## config.mk

```make
export PLATFORM = sky130hd
export DESIGN_NAME = bw_alloc
export DESIGN_NICKNAME = d
export VERILOG_FILES = /design/src/rtl/bw_alloc_pkg.sv /design/src/rtl/bw_prio_pick.sv /design/src/rtl/bw_budget.sv /design/src/rtl/bw_alloc.sv
export SDC_FILE = /design/constraint.sdc
export NUM_CORES = 2
export LEC_CHECK = 0
export BUFFER_PORTS_ARGS = -buffer_cell sky130_fd_sc_hd__buf_2
export CORE_UTILIZATION = 35
export DETAILED_ROUTE_END_ITERATION = 12
export PLACE_DENSITY = 0.51
export SYNTH_ARGS = -nofsm -noshare
export SYNTH_HDL_FRONTEND = slang
export SYNTH_SLANG_ARGS = --single-unit
export TNS_END_PERCENT = 20
```

## constraint.sdc

```tcl
create_clock -name clk -period 36.8 [get_ports clk]
set_input_delay 3.68 -clock clk [delete_from_list [all_inputs] [get_ports clk]]
set_output_delay 3.68 -clock clk [all_outputs]
set_load 0.05 [all_outputs]
```

## src/rtl/bw_alloc_pkg.sv

```systemverilog
package bw_alloc_pkg;
  typedef enum logic [1:0] {
    ST_IDLE = 2'd0,
    ST_SCAN = 2'd1,
    ST_DONE = 2'd2
  } alloc_state_e;
endpackage

```

## src/rtl/bw_prio_pick.sv

```systemverilog
// Combinational selection of the most urgent unvisited candidate.
// Urgency rem/temp compared via cross products; strict compare keeps
// the lower index on ties because the chain runs from index 0 upward.
module bw_prio_pick #(
  parameter int N_CORES = 4,
  parameter int CNT_W   = 16,
  parameter int TEMP_W  = 8,
  localparam int IDX_W  = (N_CORES > 1) ? $clog2(N_CORES) : 1,
  localparam int PW     = CNT_W + TEMP_W
) (
  input  logic [N_CORES-1:0]             cand_i,
  input  logic [N_CORES-1:0][CNT_W-1:0]  rem_i,
  input  logic [N_CORES-1:0][TEMP_W-1:0] temp_i,
  output logic                           any_o,
  output logic [IDX_W-1:0]               idx_o
);
  logic [IDX_W-1:0] best_idx [N_CORES];
  logic             best_val [N_CORES];

  for (genvar i = 0; i < N_CORES; i++) begin : g_chain
    if (i == 0) begin : g_first
      assign best_val[0] = cand_i[0];
      assign best_idx[0] = '0;
    end else begin : g_next
      logic [PW-1:0] lhs, rhs;
      logic          beats;
      assign lhs   = PW'(rem_i[i]) * PW'(temp_i[best_idx[i-1]]);
      assign rhs   = PW'(rem_i[best_idx[i-1]]) * PW'(temp_i[i]);
      assign beats = cand_i[i] && (!best_val[i-1] || (lhs > rhs));
      assign best_val[i] = best_val[i-1] | cand_i[i];
      assign best_idx[i] = beats ? IDX_W'(i) : best_idx[i-1];
    end
  end

  assign any_o = best_val[N_CORES-1];
  assign idx_o = best_idx[N_CORES-1];

  always_comb begin
    if (any_o) begin
      p_pick_is_cand_r3: assert (cand_i[idx_o]);
    end
  end
endmodule

```

## src/rtl/bw_budget.sv

```systemverilog
// Remaining-capacity register and granted-width accumulator.
module bw_budget #(
  parameter int WID_W = 8
) (
  input  logic             clk,
  input  logic             rst_n,
  input  logic             load_i,
  input  logic [WID_W-1:0] load_cap_i,
  input  logic             step_i,
  input  logic [WID_W-1:0] width_i,
  output logic             fit_o,
  output logic [WID_W-1:0] cap_o,
  output logic [WID_W-1:0] spent_o
);
  logic [WID_W-1:0] cap_q, spent_q;

  assign fit_o = (width_i <= cap_q);

  always_ff @(posedge clk or negedge rst_n) begin
    if (!rst_n) begin
      cap_q   <= '0;
      spent_q <= '0;
    end else if (load_i) begin
      cap_q   <= load_cap_i;
      spent_q <= '0;
    end else if (step_i && fit_o) begin
      cap_q   <= cap_q - width_i;
      spent_q <= spent_q + width_i;
    end
  end

  assign cap_o   = cap_q;
  assign spent_o = spent_q;

  p_cap_nonincr_r4: assert property (@(posedge clk) disable iff (!rst_n)
    !load_i |=> cap_q <= $past(cap_q));

  p_conserve_r6: assert property (@(posedge clk) disable iff (!rst_n)
    !load_i |=> ({1'b0, cap_q} + {1'b0, spent_q}) ==
                $past({1'b0, cap_q} + {1'b0, spent_q}));
endmodule

```

## src/rtl/bw_alloc.sv

```systemverilog
module bw_alloc
  import bw_alloc_pkg::*;
#(
  parameter int N_CORES = 4,
  parameter int CNT_W   = 16,
  parameter int TEMP_W  = 8,
  parameter int WID_W   = 8,
  localparam int IDX_W  = (N_CORES > 1) ? $clog2(N_CORES) : 1
) (
  input  logic                            clk,
  input  logic                            rst_n,
  input  logic                            req_valid,
  output logic                            req_ready,
  input  logic [N_CORES-1:0]              waiting,
  input  logic [N_CORES-1:0][CNT_W-1:0]   remaining,
  input  logic [N_CORES-1:0][TEMP_W-1:0]  temp,
  input  logic [N_CORES-1:0][WID_W-1:0]   need_width,
  input  logic [WID_W-1:0]                bus_limit,
  input  logic [WID_W-1:0]                in_use,
  output logic                            res_valid,
  input  logic                            res_ready,
  output logic [N_CORES-1:0]              grant,
  output logic [WID_W-1:0]                new_in_use
);
  alloc_state_e state_q;
  logic [N_CORES-1:0]             wait_q, cand_q, grant_q;
  logic [N_CORES-1:0][CNT_W-1:0]  rem_q;
  logic [N_CORES-1:0][TEMP_W-1:0] temp_q;
  logic [N_CORES-1:0][WID_W-1:0]  need_q;
  logic [WID_W-1:0]               used_q, limit_q;

  logic             any_pick;
  logic [IDX_W-1:0] pick_idx;
  logic             fit, step, load;
  logic [WID_W-1:0] cap, spent, load_cap;

  assign req_ready = (state_q == ST_IDLE);
  assign res_valid = (state_q == ST_DONE);
  assign load      = req_valid && req_ready;
  assign load_cap  = (bus_limit > in_use) ? (bus_limit - in_use) : '0;
  assign step      = (state_q == ST_SCAN) && any_pick && (cap != '0);

  bw_prio_pick #(.N_CORES(N_CORES), .CNT_W(CNT_W), .TEMP_W(TEMP_W)) u_pick (
    .cand_i (cand_q),
    .rem_i  (rem_q),
    .temp_i (temp_q),
    .any_o  (any_pick),
    .idx_o  (pick_idx)
  );

  bw_budget #(.WID_W(WID_W)) u_budget (
    .clk        (clk),
    .rst_n      (rst_n),
    .load_i     (load),
    .load_cap_i (load_cap),
    .step_i     (step),
    .width_i    (need_q[pick_idx]),
    .fit_o      (fit),
    .cap_o      (cap),
    .spent_o    (spent)
  );

  always_ff @(posedge clk or negedge rst_n) begin
    if (!rst_n) begin
      state_q <= ST_IDLE;
      wait_q  <= '0;
      cand_q  <= '0;
      grant_q <= '0;
      rem_q   <= '0;
      temp_q  <= '0;
      need_q  <= '0;
      used_q  <= '0;
      limit_q <= '0;
    end else begin
      case (state_q)
        ST_IDLE: if (load) begin
          wait_q  <= waiting;
          cand_q  <= waiting;
          grant_q <= '0;
          rem_q   <= remaining;
          temp_q  <= temp;
          need_q  <= need_width;
          used_q  <= in_use;
          limit_q <= bus_limit;
          state_q <= ST_SCAN;
        end
        ST_SCAN: begin
          if (step) begin
            cand_q[pick_idx] <= 1'b0;
            if (fit) grant_q[pick_idx] <= 1'b1;
          end else begin
            state_q <= ST_DONE;
          end
        end
        ST_DONE: if (res_ready) state_q <= ST_IDLE;
        default: state_q <= ST_IDLE;
      endcase
    end
  end

  assign grant      = res_valid ? grant_q : '0;
  assign new_in_use = used_q + spent;

  p_grant_waiting_r2: assert property (@(posedge clk) disable iff (!rst_n)
    (grant_q & ~wait_q) == '0);

  p_ready_excl_r1: assert property (@(posedge clk) disable iff (!rst_n)
    !(req_ready && res_valid));

  p_hold_r7: assert property (@(posedge clk) disable iff (!rst_n)
    (res_valid && !res_ready) |=> res_valid && $stable(grant) && $stable(new_in_use));

  p_no_overflow_r6: assert property (@(posedge clk) disable iff (!rst_n)
    (res_valid && grant != '0) |-> new_in_use <= limit_q);
endmodule

```

==> reports/results.tsv <==
stage	metric	value	unit
synthesis	syn-instance-count	3857	
global_routing	grt_max_degree	95	
hold_path	min_path_cells	2	
synthesis	ys.flop_type	dfrtp_1	
global_routing	antenna_found_initial	5	
final_layout	finalNetCount	4960	
drt	post_drt_wl_per_cell	16.74	um
drt	totalWireLength	87280	um
clock_network	clock_latency	520	ps
placement	portBuffers	165	
clock_network	clock_path_buffers	2	
global_routing	track_usage	18.77	%
sta	clock.fmax	40.07	MHz
drt	num_vias	25197	
sta	slew_violations	0	
clock_network	cts_buffers	17	
final_layout	syn2layout_area_growth	7.902	%
sta	fin_crit	24950	ps
clock_network	cts_root_buf	clkbuf_16	
synthesis	synth_seq_area_share	11.96	%
synthesis	synth.net_count	4883	
synthesis	yosys.area.top_type	fa_1	
die	die_area	98110	sq um
synthesis	synth.area.top_cells	fa_1 (30%), ha_1 (14%), dfrtp_1 (12%), and2_1 (7.9%), inv_1 (6.6%)	
final_layout	utilization	38.33	%
final_layout	multiInputGateArea	27130	sq um
synthesis	synth_top_area_share	30.00	%
drt	dr.pass1.iters	5	
synthesis	synth_warnings	0	
setup_path	required	37240	ps
setup_path	crit_family	adder cells	
global_routing	grt_pass1_wl	146000	um
setup_path	slowest_delay	710	ps
clock_network	cts_resized	0	
setup_path	critPathKind	flop to flop	
setup_path	startpoint_type	flop	
flow_run	maxCapViolCount	0	
final_layout	seq_area	4054	sq um
setup_path	r2r.worst_path.cells	90	
clock_network	clk_pin_slew	80	ps
sta	setup_viol	0	
hold_path	hold_path_class	flop to flop	
synthesis	async_flop_share	100.0	%
final_layout	drive_above_1_share	7.195	%
global_routing	grt_pass1_vias	26880	
status	outcome	finished clean	
placement	place_hpwl	69780	um
sta	maxSlewHeadroom	28.76	%
die	die_w	313.2	um
clock_network	cts-htree-levels	4	
synthesis	synth_edf_count	0	
final_layout	fillCellCount	9833	
drt	drcViolationCount	0	
placement	place.gp.congestion	0.8219	
setup_path	cpMostUsedCell	fa_1	
die	die_h	313.2	um
die	initial_core_util	35.52	%
clock_network	cts.sinks	162	
setup_path	arrival	25390	ps
setup_path	crit_fanout	48	
synthesis	ys_ff_latch	162	
die	row_count	113	
sta	fin_worst_skew	27.61	ps
die	core_area	95440	sq um
setup_path	endpoint_kind	flop	
clock_network	cts_tree	built	
clock_network	post_cts_buffers	0	
sta	fin_crit_sh	67.81	%
drt	postRouteAntennaNets	0	
sta	rsz0062_at_grt	no	
die	ios	166	
sta	hold_viol_final	0	
setup_path	crit_buf_inv	15	
sta	tightestPinTransition	1039	ps
synthesis	syn_avg_cell_area	8.789	sq um
synthesis	synth_area	33900	sq um
setup_path	startpoint	temp_q[3]	
drt	drt_iter0_drc	981	
setup_path	crit_cells	90	
setup_path	r2r_slack	11850	ps
drt	post_drt_via_cell_ratio	4.833	
global_routing	grt.overflow.total	0	
synthesis	yosysUniqueCellTypes	78	
sta	fin_setup_tns	0	ps
clock_network	cts_hold_buf	0	
setup_path	r2r-end	u_budget.cap_o[0]	
setup_path	slowest_stage	dfrtp_1	
setup_path	r2r_start	temp_q[3]	
setup_path	crit_path_end	u_budget.cap_o[0]	
sequential cells by signal, summed over array words and instances (netlist names):
name,count
used_q,8
state_q,2
cand_q,4
need_q,32
grant_q,4
temp_q,32
u_budget.spent_o,8
u_budget.cap_o,8
rem_q,64
layout make-up:
type                            count  share of cell area, %
Antenna cell                        1               0.006841
Clock buffer                       17                  1.163
Clock inverter                     15                 0.5233
Inverter                          595                  6.106
Multi-Input combinational cell   2977                  74.18
Sequential cell                   162                  11.08
Tap cell                         1265                  4.327
Timing Repair Buffer              181                  2.610
how the worst min path moves through the flow:
| stage | startpoint | to | slack (ps) |
|---|---|---|---|
| 6_report | need_q[16] | need_q[16] | 480 |
| 5_1_grt | need_q[23] | need_q[23] | 500 |
| 4_1_cts | need_q[16] | need_q[16] | 480 |
| 3_5_place_dp | need_q[18] | need_q[18] | 460 |
| 3_3_place_gp | need_q[16] | need_q[16] | 460 |
| 2_1_floorplan | need_q[25] | need_q[25] | 440 |
placed cells by master, fill, tap and decap left out, types with 9 or more instances in the layout:
cell type,Yosys,layout
a211oi_1,20,20
a21o_1,47,47
a21oi_1,108,105
a21oi_2,7,10
a21oi_4,10,10
a22o_1,13,13
a31oi_1,12,12
and2_1,427,426
and3_1,16,16
buf_2,14,164
buf_4,0,16
clkbuf_16,0,17
dfrtp_1,162,162
fa_1,508,508
ha_1,366,366
inv_1,595,595
mux2i_4,13,13
nand2_1,595,594
nand2b_1,53,53
nand3_1,30,30
nand4_1,20,20
nor2_1,94,94
nor2b_1,212,212
nor3_1,40,40
o21a_1,25,25
o21ai_0,64,64
o21bai_1,17,17
o31ai_1,9,9
or3_1,9,9
xnor2_1,74,74
xor2_1,56,56
cell usage after synthesis (8+ instances only):
cell type	count
inv_1	595
nand2_1	595
fa_1	508
and2_1	427
ha_1	366
nor2b_1	212
dfrtp_1	162
a21oi_1	108
nor2_1	94
clkbuf_1	90
xnor2_1	74
o21ai_0	64
xor2_1	56
nand2b_1	53
a21o_1	47
nor3_1	40
nand3_1	30
o21a_1	25
a211oi_1	20
nand4_1	20
o21bai_1	17
and3_1	16
buf_1	15
buf_2	14
a22o_1	13
mux2i_4	13
a31oi_1	12
a21oi_4	10
o31ai_1	9
or3_1	9
o211ai_1	8
or2_2	8
kinds of logic (layout without fill, tap and decap cells):
family | count (synthesis) | in the layout | synth area share (%)
buf+inv | 718 | 808 | 8.116
mux | 28 | 28 | 1.377
flops | 162 | 162 | 11.96
compound gates | 421 | 421 | 8.814
other cells | 0 | 1 | 0
simple gates | 1524 | 1524 | 22.87
fa+ha+maj | 874 | 874 | 43.51
xor+xnor | 130 | 130 | 3.359
stage by stage:
| stage | instance area [sq um] | worst slack, ps | instances | hold WS [ps] |
|---|---|---|---|---|
| floorplan | 33900 | 15520 | 3857 | 436.9 |
| global placement | 35950 | 12550 | 5180 | 458.9 |
| detailed placement | 35960 | 11960 | 5180 | 463.1 |
| CTS | 36580 | 11840 | 5212 | 483.0 |
| global route | 36580 | 10090 | 5212 | 502.9 |
| finish | 36580 | 11850 | 5213 | 480.9 |
per-layer routing:
layer  GRT usage, %  up-vias  part of all wire (%)
met4          4.723        0                   2.1
met5              0        -                     0
li1               -    12286                     -
met1          25.40    12524                    47
met2          31.55      321                    48
met3          2.521       66                   3.0
tightest hold or removal path, cell delays in order (launching register included):
cell	delay (ps)
dfrtp_1	350
nand2_1	50
nand2_1	50
Power is not shown: default switching activity piles up to over one toggle a cycle in this logic, so the estimate is an artifact.
